File: src/rtl/esrc_pkg.sv
package esrc_pkg;

  typedef enum logic [3:0] {
    ST_OFF   = 4'b0000,
    ST_PWRUP = 4'b0001,
    ST_PWRDN = 4'b0010,
    ST_RUN   = 4'b0011,
    ST_TDIG  = 4'b0111,
    ST_ERR   = 4'b1010,
    ST_TANA  = 4'b1011
  } es_state_t;

  localparam logic [1:0] CMD_OFF = 2'b00;
  localparam logic [1:0] CMD_DIG = 2'b01;
  localparam logic [1:0] CMD_ANA = 2'b10;
  localparam logic [1:0] CMD_RUN = 2'b11;

  localparam int unsigned PULSE_RISE_US = 10;
  localparam int unsigned MAX_US        = 90;

  function automatic int unsigned prechg_us(input logic [1:0] sel);
    case (sel)
      2'b01:   return 20;
      2'b10:   return 30;
      2'b11:   return 40;
      default: return 0;
    endcase
  endfunction

  function automatic int unsigned pulse_fall_us(input logic [1:0] sel);
    case (sel)
      2'b01:   return 50;
      2'b10:   return 70;
      2'b11:   return 90;
      default: return 0;
    endcase
  endfunction

endpackage

File: src/rtl/esrc_pwrup_timer.sv
module esrc_pwrup_timer
  import esrc_pkg::*;
#(
  parameter int unsigned TICKS_PER_US = 48
) (
  input  logic       clk,
  input  logic       rst,
  input  logic       start,
  input  logic       abort,
  input  logic [1:0] cfg_prechg,
  input  logic [1:0] cfg_pulse,
  input  logic       cfg_slow,
  output logic       prechg_on,
  output logic       pulse_on,
  output logic       finish
);

  localparam int unsigned MAX_CYC = 2 * MAX_US * TICKS_PER_US;
  localparam int unsigned CW      = $clog2(MAX_CYC + 1);

  typedef enum logic [1:0] {PH_IDLE, PH_PRE, PH_PUL} phase_t;

  phase_t        phase;
  logic [CW-1:0] cnt;
  logic [CW-1:0] pre_len;
  logic [CW-1:0] rise_len;
  logic [CW-1:0] fall_len;

  function automatic logic [CW-1:0] to_cyc(input int unsigned us, input logic slow);
    int unsigned c;
    c = us * TICKS_PER_US;
    if (slow) c = c * 2;
    return CW'(c);
  endfunction

  always_ff @(posedge clk) begin
    if (rst) begin
      phase    <= PH_IDLE;
      cnt      <= '0;
      pre_len  <= '0;
      rise_len <= '0;
      fall_len <= '0;
      finish   <= 1'b0;
    end else begin
      finish <= 1'b0;
      if (abort) begin
        phase <= PH_IDLE;
        cnt   <= '0;
      end else if (start) begin
        phase    <= PH_PRE;
        cnt      <= '0;
        pre_len  <= to_cyc(prechg_us(cfg_prechg), cfg_slow);
        rise_len <= (cfg_pulse == 2'b00) ? '0 : to_cyc(PULSE_RISE_US, cfg_slow);
        fall_len <= to_cyc(pulse_fall_us(cfg_pulse), cfg_slow);
      end else begin
        case (phase)
          PH_PRE: begin
            if (cnt == pre_len) begin
              phase <= PH_PUL;
              cnt   <= '0;
            end else begin
              cnt <= cnt + 1'b1;
            end
          end
          PH_PUL: begin
            if (cnt == fall_len) begin
              phase  <= PH_IDLE;
              cnt    <= '0;
              finish <= 1'b1;
            end else begin
              cnt <= cnt + 1'b1;
            end
          end
          default: cnt <= '0;
        endcase
      end
    end
  end

  assign prechg_on = (phase == PH_PRE) && (cnt < pre_len);
  assign pulse_on  = (phase == PH_PUL) && (cnt >= rise_len) && (cnt < fall_len);

  a_r10_no_overlap: assert property (@(posedge clk) disable iff (rst)
    !(prechg_on && pulse_on));

  a_r9_prechg_before_pulse: assert property (@(posedge clk) disable iff (rst)
    $rose(pulse_on) |-> !prechg_on && (phase == PH_PUL));

  a_r10_finish_from_pulse: assert property (@(posedge clk) disable iff (rst)
    (phase == PH_PUL) && (cnt == fall_len) && !abort && !start |=> finish);

endmodule

File: src/rtl/esrc_result_reg.sv
module esrc_result_reg #(
  parameter int unsigned DIG_W = 8
) (
  input  logic             clk,
  input  logic             rst,
  input  logic             clear,
  input  logic             load_dig,
  input  logic             load_ana,
  input  logic [DIG_W-1:0] dig_in,
  input  logic             ana_in,
  output logic [DIG_W:0]   res_out
);

  always_ff @(posedge clk) begin
    if (rst || clear) begin
      res_out <= '0;
    end else if (load_dig) begin
      res_out <= {1'b0, dig_in};
    end else if (load_ana) begin
      res_out <= {ana_in, {DIG_W{1'b0}}};
    end
  end

  a_r8_clear_zero: assert property (@(posedge clk) disable iff (rst)
    clear |=> (res_out == '0));

  a_r8_hold: assert property (@(posedge clk) disable iff (rst)
    !clear && !load_dig && !load_ana |=> $stable(res_out));

endmodule

File: src/rtl/esrc_mode_ctrl.sv
module esrc_mode_ctrl
  import esrc_pkg::*;
#(
  parameter int unsigned TICKS_PER_US = 48,
  parameter int unsigned DIG_W        = 8
) (
  input  logic             clk,
  input  logic             rst,
  input  logic             cmd_wr,
  input  logic [1:0]       cmd_val,
  input  logic             health_fail,
  input  logic             test_done,
  input  logic [DIG_W-1:0] test_pass_dig,
  input  logic             test_pass_ana,
  input  logic [1:0]       cfg_pulse,
  input  logic [1:0]       cfg_prechg,
  input  logic             cfg_slow,
  output logic [3:0]       state_code,
  output logic [1:0]       last_cmd,
  output logic             done_pulse,
  output logic             reject_pulse,
  output logic             prechg_on,
  output logic             pulse_on,
  output logic [DIG_W:0]   test_res
);

  es_state_t st, nxt;
  logic      acc_ok, accept;
  logic      tmr_start, tmr_abort, tmr_fin;
  logic      load_dig, load_ana;

  assign acc_ok    = (st == ST_OFF) || (st == ST_RUN) || (st == ST_ERR);
  assign accept    = cmd_wr && acc_ok;
  assign tmr_start = accept && (cmd_val != CMD_OFF);
  assign tmr_abort = (st == ST_PWRUP) && health_fail;
  assign load_dig  = (st == ST_TDIG) && test_done && !health_fail;
  assign load_ana  = (st == ST_TANA) && test_done && !health_fail;

  always_comb begin
    nxt = st;
    if (accept) begin
      nxt = (cmd_val == CMD_OFF) ? ST_PWRDN : ST_PWRUP;
    end else begin
      case (st)
        ST_PWRDN: nxt = ST_OFF;
        ST_PWRUP: begin
          if (health_fail) nxt = ST_ERR;
          else if (tmr_fin) begin
            case (last_cmd)
              CMD_DIG: nxt = ST_TDIG;
              CMD_ANA: nxt = ST_TANA;
              default: nxt = ST_RUN;
            endcase
          end
        end
        ST_TDIG, ST_TANA: begin
          if (health_fail) nxt = ST_ERR;
          else if (test_done) nxt = ST_OFF;
        end
        ST_RUN: if (health_fail) nxt = ST_ERR;
        default: nxt = st;
      endcase
    end
  end

  always_ff @(posedge clk) begin
    if (rst) begin
      st           <= ST_OFF;
      last_cmd     <= CMD_OFF;
      done_pulse   <= 1'b0;
      reject_pulse <= 1'b0;
    end else begin
      st           <= nxt;
      done_pulse   <= (nxt != st) && ((nxt == ST_OFF) || (nxt == ST_ERR));
      reject_pulse <= cmd_wr && !acc_ok;
      if (accept) last_cmd <= cmd_val;
    end
  end

  assign state_code = st;

  esrc_pwrup_timer #(.TICKS_PER_US(TICKS_PER_US)) u_timer (
    .clk        (clk),
    .rst        (rst),
    .start      (tmr_start),
    .abort      (tmr_abort),
    .cfg_prechg (cfg_prechg),
    .cfg_pulse  (cfg_pulse),
    .cfg_slow   (cfg_slow),
    .prechg_on  (prechg_on),
    .pulse_on   (pulse_on),
    .finish     (tmr_fin)
  );

  esrc_result_reg #(.DIG_W(DIG_W)) u_res (
    .clk      (clk),
    .rst      (rst),
    .clear    (accept),
    .load_dig (load_dig),
    .load_ana (load_ana),
    .dig_in   (test_pass_dig),
    .ana_in   (test_pass_ana),
    .res_out  (test_res)
  );

  a_r3_reject: assert property (@(posedge clk) disable iff (rst)
    cmd_wr && !((state_code == ST_OFF) || (state_code == ST_RUN) || (state_code == ST_ERR))
    |=> reject_pulse && $stable(last_cmd));

  a_r4_hold: assert property (@(posedge clk) disable iff (rst)
    !cmd_wr |=> $stable(last_cmd));

  a_r5_done_state: assert property (@(posedge clk) disable iff (rst)
    done_pulse |-> (state_code == ST_OFF) || (state_code == ST_ERR));

  a_r5_done_edge: assert property (@(posedge clk) disable iff (rst)
    done_pulse |-> state_code != $past(state_code));

  a_r6_to_err: assert property (@(posedge clk) disable iff (rst)
    health_fail && !cmd_wr &&
    ((state_code == ST_PWRUP) || (state_code == ST_TDIG) ||
     (state_code == ST_TANA) || (state_code == ST_RUN))
    |=> state_code == ST_ERR);

  a_r6_err_kept: assert property (@(posedge clk) disable iff (rst)
    (state_code == ST_ERR) && !cmd_wr |=> state_code == ST_ERR);

  a_r2_pwrdn_brief: assert property (@(posedge clk) disable iff (rst)
    state_code == ST_PWRDN |=> state_code == ST_OFF);

  a_r8_busy_zero: assert property (@(posedge clk) disable iff (rst)
    (state_code == ST_PWRUP) || (state_code == ST_TDIG) ||
    (state_code == ST_TANA) || (state_code == ST_PWRDN) |-> test_res == '0);

endmodule

File: config.mk
export PLATFORM = sky130hd
export DESIGN_NAME = esrc_mode_ctrl
export DESIGN_NICKNAME = d
export VERILOG_FILES = /design/src/rtl/esrc_pkg.sv /design/src/rtl/esrc_pwrup_timer.sv /design/src/rtl/esrc_result_reg.sv /design/src/rtl/esrc_mode_ctrl.sv
export SDC_FILE = /design/constraint.sdc
export NUM_CORES = 1
export LEC_CHECK = 0
export BUFFER_PORTS_ARGS = -buffer_cell sky130_fd_sc_hd__buf_4
export CORE_MARGIN = 3
export CORE_UTILIZATION = 45
export CTS_CLUSTER_SIZE = 28
export DETAILED_ROUTE_END_ITERATION = 7
export SYNTH_ARGS = -nofsm -noshare
export SYNTH_HDL_FRONTEND = slang
export SYNTH_HIERARCHICAL = 1
export SYNTH_SLANG_ARGS = --single-unit
File: constraint.sdc
create_clock -name clk -period 4 [get_ports clk]
set_clock_uncertainty 0.15 [all_clocks]
set_input_delay 0.4 -clock clk [delete_from_list [all_inputs] [get_ports clk]]
set_output_delay 0.4 -clock clk [all_outputs]
set_load 0.02 [all_outputs]
Word-level counts from Yosys, hierarchy flattened
Index checks and enable logic that the tools add are counted.
{"block": "word_totals", "regBits": 76, "wordCells": 110, "input_bits": 21}
{"block": "classes", "n_lt_le_gt_ge": 3, "n_mul": 2, "addsub": 1, "reduce_logical": 34, "n_mux": 31, "bitwise_logic": 2, "eq_ne": 24}
{"op": "2-to-1 mux 32 bit", "n": 6}
{"op": "multiplier 32 x 2 -> 10 bit, second input constant", "n": 2}
{"op": "2-to-1 mux 14 bit", "n": 4}
{"op": "== test 14 bit", "n": 2}
{"op": "< comparator 14 bit", "n": 2}
{"op": "one-hot mux 14 bit (2 select lines)", "n": 1}
{"op": "2-to-1 mux 4 bit", "n": 6}
{"op": "one-hot mux 7 bit (3 select lines)", "n": 1}
{"op": "2-to-1 mux 10 bit", "n": 2}
{"op": "one-hot mux 6 bit (3 select lines)", "n": 1}
{"op": "2-to-1 mux 8 bit", "n": 2}
{"op": "one-hot mux 4 bit (4 select lines)", "n": 1}
{"op": "adder 14 x 1 -> 14 bit, second input constant", "n": 1}
{"op": "greater-or-equal comparator 14 bit", "n": 1}
{"op": "== test 2 bit, second input constant", "n": 6}
{"op": "== test 4 bit, second input constant", "n": 3}
{"op": "logical AND 1 bit", "n": 12}
{"op": "== test 2 x 1 -> 1 bit, second input constant", "n": 4}
{"op": "== test 4 x 2 -> 1 bit, second input constant", "n": 2}
{"op": "logical NOT 4 bit", "n": 2}
{"op": "one-hot mux 4 bit (2 select lines)", "n": 1}
{"op": "2-to-1 mux 2 bit", "n": 3}
{"op": "!= test 3 x 2 -> 1 bit, second input constant", "n": 2}
{"op": "AND reduction 3 bit", "n": 2}
{"op": "16 further kinds", "n": 28}

Logic depth before layout (Yosys ltp)
{"block": "depth", "depth_word": 10, "ltp_mapped": 9, "ltp_nobuf": 7}

Modules after synthesis
Netlist, hierarchy kept.
{"module": "esrc_pwrup_timer", "n_inst": 1, "area_per_inst_um2": 2322.2, "cells_each": 282, "seq_area_each_um2": 720.7}
{"module": "esrc_mode_ctrl", "n_inst": 1, "area_per_inst_um2": 610.6, "cells_each": 80, "seq_area_each_um2": 160.2}
{"module": "esrc_result_reg", "n_inst": 1, "area_per_inst_um2": 356.6, "cells_each": 38, "seq_area_each_um2": 180.2}

Worst setup path before layout
Ideal clock, no wire load.
{"block": "synth_path", "path_type": "flip-flop to output port", "from": "reg u_timer.cnt[0]", "to": "out pulse_on", "n_path_buf": 1, "arrival_time_ns": 1.913, "stages_incl_launch_ff": 8, "t_required_ns": 3.450, "slack_ns": 1.537, "path_cell_list": "dfxtp_1 inv_1 ha_1 or4b_1 buf_2 o221ai_1 a41oi_1 a211oi_1"}
{"block": "synth_via", "elab_chain_len": 3, "word_cells_on_any_way": 4, "classes_between": "2 x order compare; 2 x reduce/logical"}
{"element": "start: declaration", "line_no": "esrc_pwrup_timer.sv:24", "source": "logic [CW-1:0] cnt;"}
{"element": "start signal: assignment", "line_no": "esrc_pwrup_timer.sv:62", "source": "cnt <= cnt + 1'b1;"}
{"element": "start signal: assignment", "line_no": "esrc_pwrup_timer.sv:71", "source": "cnt <= cnt + 1'b1;"}
{"element": "greater-or-equal comparator 14 bit", "line_no": "esrc_pwrup_timer.sv:81", "source": "assign pulse_on = (phase == PH_PUL) && (cnt >= rise_len) && (cnt < fall_len);"}
{"element": "logical AND 1 bit", "line_no": "esrc_pwrup_timer.sv:81"}
{"element": "logical AND 1 bit (*)", "line_no": "esrc_pwrup_timer.sv:81"}
{"element": "end: declaration", "line_no": "esrc_mode_ctrl.sv:23", "source": "output logic pulse_on,"}
Mark *: on every way between the ends. The rest lies on a longest branch, timed or not.

Final worst setup path
{"block": "layout_path", "from": "reg u_timer.phase[0]", "to": "out prechg_on"}
{"block": "layout_via", "elab_chain_len": 2}
{"element": "start: declaration", "line_no": "esrc_pwrup_timer.sv:23", "source": "phase_t phase;"}
{"element": "start signal: assignment", "line_no": "esrc_pwrup_timer.sv:38", "source": "phase <= PH_IDLE;"}
{"element": "start signal: assignment", "line_no": "esrc_pwrup_timer.sv:47", "source": "phase <= PH_IDLE;"}
{"element": "start signal: assignment", "line_no": "esrc_pwrup_timer.sv:50", "source": "phase <= PH_PRE;"}
{"element": "== test 2 x 1 -> 1 bit", "line_no": "esrc_pwrup_timer.sv:80", "source": "assign prechg_on = (phase == PH_PRE) && (cnt < pre_len);"}
{"element": "logical AND 1 bit", "line_no": "esrc_pwrup_timer.sv:80"}
{"element": "end: declaration", "line_no": "esrc_mode_ctrl.sv:22", "source": "output logic prechg_on,"}
No other way between the ends.

==> summary.md <==
| Metric | Value |
|---|---|
| Outcome | finished, final reports clean |
| Num CTS Buffers | 5 |
| GR Util met1 | between 20% and 30% |
| Met3 usage | under 10% |
| Layout cells sized above 1 | roughly 15% |
| PortBufs | 39 |
| DRC | 0 |
| Gr busiest metal | met2 |
| R2r worst-path depth | 7 |
| Final setup violation count | 0 |
| Ant. Diodes | 0 |
| Netlist cell types | 55 |
| RSZ-0062 raised after global routing | false |
| Leading post-synthesis cells by cell area | dfxtp_1 (32%), ha_1 (14%), nor2_1 (5.5%) |
| Clk Latency, worst-skew pair | about 0.30 ns |
| Placeable Area | around 7000 um2 |
| Post-route cell area | ~3800 um2 |
| # resized after CTS | 0 |
| Area grow syn2layout | 14.5% |
| Post-route setup TNS | 0 ns |
| Maximum vdd drop | 0.000221 V |
| Number of global-route vias before repair | approximately 2.5k |
| GRT Total Usage | between 10% and 20% |
| Final hold vios | 0 |
| Arrival time worst endpoint | between 2 and 2.5 ns |
| Root buffer cell | clkbuf_8 |
| Hold_sp | cmd_val[1] |
| Slew HR | between 20% and 30% |
| Total length of routed wires | 7140 um |
| Pin count of the biggest net entering global routing | 31 |
| Placed insts | ~520 |
| Async S/R FF share, synth | 0% |
| Max-Cap Viols | 0 |
| DP Worst Slack | around 1.5 ns |
| Clock buffer depth | 2 |
| Synthesis warning total | 6 |
| Worst hold margin | between 0.2 and 0.25 ns |
| First drt pass iteration count | 4 |
| CP startpoint kind | flop |
| Final GP Congestion | 0.812 |
| WL per Instance | roughly 13 um |
| Initial antenna violation count | 0 |
| Min-Delay Path Class | in -> reg |
| Clock slew at reported path FFs | approximately 0.090 ns |
| Fin crit period | around 2.8 ns |
| PD cells | approximately 430 nW/um2 |
| Period utilization | a little over two thirds |
| Synth area leader | dfxtp_1 |
| Total gr overflow | 0 |
| Share of the synthesized area in the top cell type | about a third |
| Tightest Pin Transition | around 1.1 ns |
| Nets@finish | 490 |
| Post-DP HPWL | roughly 5400 um |
| EDFF count, synth | 0 |
| Commonest cells in the netlist | dfxtp_1 (53), nor2_1 (48), inv_1 (38), ha_1 (36), nand2_1 (36) |
| CP required | 3.45 ns |
| Worst setup margin | between 1 and 1.5 ns |
| Count leader, synth | dfxtp_1 |
| Crit path launch | u_timer/phase[0]$_SDFFE_PP0P_ |
| Met2 usage | about 28% |
| Seq cells post-synth | 53 |
| Crit. End Element | output pin |
| CTS tree | built |
| Syn Area/Cell | between 8 and 9 um2 |
| Setup CP Type | reg -> out |
| Synth Cell Area | 3290 um2 |
| Hold Buf Count CTS | 0 |
| First-pass GRT wire length | between 10000 and 15000 um |
| CTS Sinks | 53 |
| Routed via count | 2824 |
| Die area | between 8000 and 9000 um2 |
| Seq/Total Area, Yosys | around a third |
| H-Tree Depth | 2 |
| Vias/cell | ~5.3 |
| Static Leak | 1.49 nW |
| Synth Flop Type | dfxtp_1 |
| Horiz. Die Dim | around 90 um |
| Fmax | around 0.35 GHz |
| Pins Over Slew Limit | 0 |
| Fin cells | 530 |
| Vert. Die Dim | 91.5 um |
| # rows | 30 |
| IO Count | 40 |
| WHS Path Cells | 3 |
| Antenna-violating nets left | 0 |
| DRT iter0 DRCs | 88 |
| Launch point of the worst reg-to-reg path | state_code[3]$_SDFF_PP0_ |
| Initial core utilization | 47.4% |
| Syn nets | about 460 |
| Post-Synthesis Cells | 400 |
| Crit-path max FO | 4 |
| Total setup buffers inserted after CTS | 0 |
| DP Area | ~3600 um2 |
through the flow:
stage          utilization, %  power (mW)
2_1_floorplan               -        1.08
3_3_place_gp             52.3        1.21
3_5_place_dp             52.3        1.23
4_1_cts                  54.2        1.65
5_1_grt                  54.2        1.75
6_report                 54.2        1.63
path summary, 6_finish.rpt:
path | to | slack, ns
worst max register to register | u_timer/pre_len[6]$_SDFFE_PP0P_ | 1.53
worst max-delay path | prechg_on | 1.18
worst min-delay path | last_cmd[1]$_SDFFE_PP0P_ | 0.20
worst min register to register | u_timer/pre_len[12]$_SDFFE_PP0P_ | 0.31
metal layers:
metal / wire length, um / vias up
li1: - / 1457
met1: 3490 / 1298
met2: 3250 / 63
met3: 352 / 6
met4: 53 / 0
met5: 0 / -
worst max-delay path, stage by stage (launching register included):
cell and delay (ns):
dfxtp_1 0.40, ha_1 0.27, or3b_2 0.49, a211oi_1 0.29, nand2b_1 0.08, o21ai_0 0.24
buf_4 0.20
cell families (layout without fill, tap and decap cells):
| logic type | Yosys count | after routing | share of synthesized area (%) |
|---|---|---|---|
| muxes | 4 | 4 | 1.22 |
| adders and majority gates | 37 | 37 | 14.0 |
| xor gates and xnor gates | 14 | 14 | 3.73 |
| buffers and inverters | 53 | 87 | 6.96 |
| DFF | 53 | 53 | 32.3 |
| AOI/OAI and AO/OA | 72 | 72 | 16.2 |
| and+or+nand+nor | 167 | 167 | 25.7 |
cell type report:
cell class              instances  area (um2)
well taps                      96         120
repair buffers                 41         308
fillers                       686        3180
clock inverters                 3        65.1
multi-input cells             294        2000
clock buffers                   5        68.8
inverters                      38         143
flip-flops and latches         53        1060
where the power goes:
| part | total (mW) | leakage (nW) | switching [mW] | internal [mW] |
|---|---|---|---|---|
| registers | 0.645 | 0.431 | 0.0595 | 0.585 |
| clock network | 0.417 | 0.0681 | 0.168 | 0.248 |
| logic | 0.568 | 0.988 | 0.332 | 0.236 |
| total | 1.63 | 1.49 | 0.559 | 1.07 |
placed cells by master, fill, tap and decap left out, types with 2 or more instances in the layout:
cell type  synthesis  layout
a21oi_1           25      25
or2_2              2       2
a211oi_1           8       8
o211ai_1           2       2
nor2_1            48      48
buf_4              1      41
bufinv_16          0       2
ha_1              36      36
xor2_1             4       4
a2bb2oi_1          2       2
and3_1             2       2
o21a_1             2       2
mux2i_1            4       4
nand2b_1           9       9
or3b_2             8       8
nand4b_1           2       2
nand4_1            9       9
nand3_1           13      13
inv_1             38      38
nor2b_1            6       6
xnor2_1           10      10
nor4_1             7       7
nand3b_1           4       4
o21ai_0            9       9
clkbuf_8           0       5
a311oi_1           6       6
a22o_1             2       2
dfxtp_1           53      53
nand2_1           36      36
nor3_1            15      15
sequential cells by signal, indices dropped and copies added, names as in the netlist:
name	cells
u_timer/cnt	14
u_res/res_out	9
u_timer/fall_len	9
u_timer/pre_len	8
state_code	4
last_cmd	2
u_timer/phase	2
u_timer/rise_len	2
done_pulse	1
reject_pulse	1
u_timer/finish	1
Power figures use the tool's default switching activity.
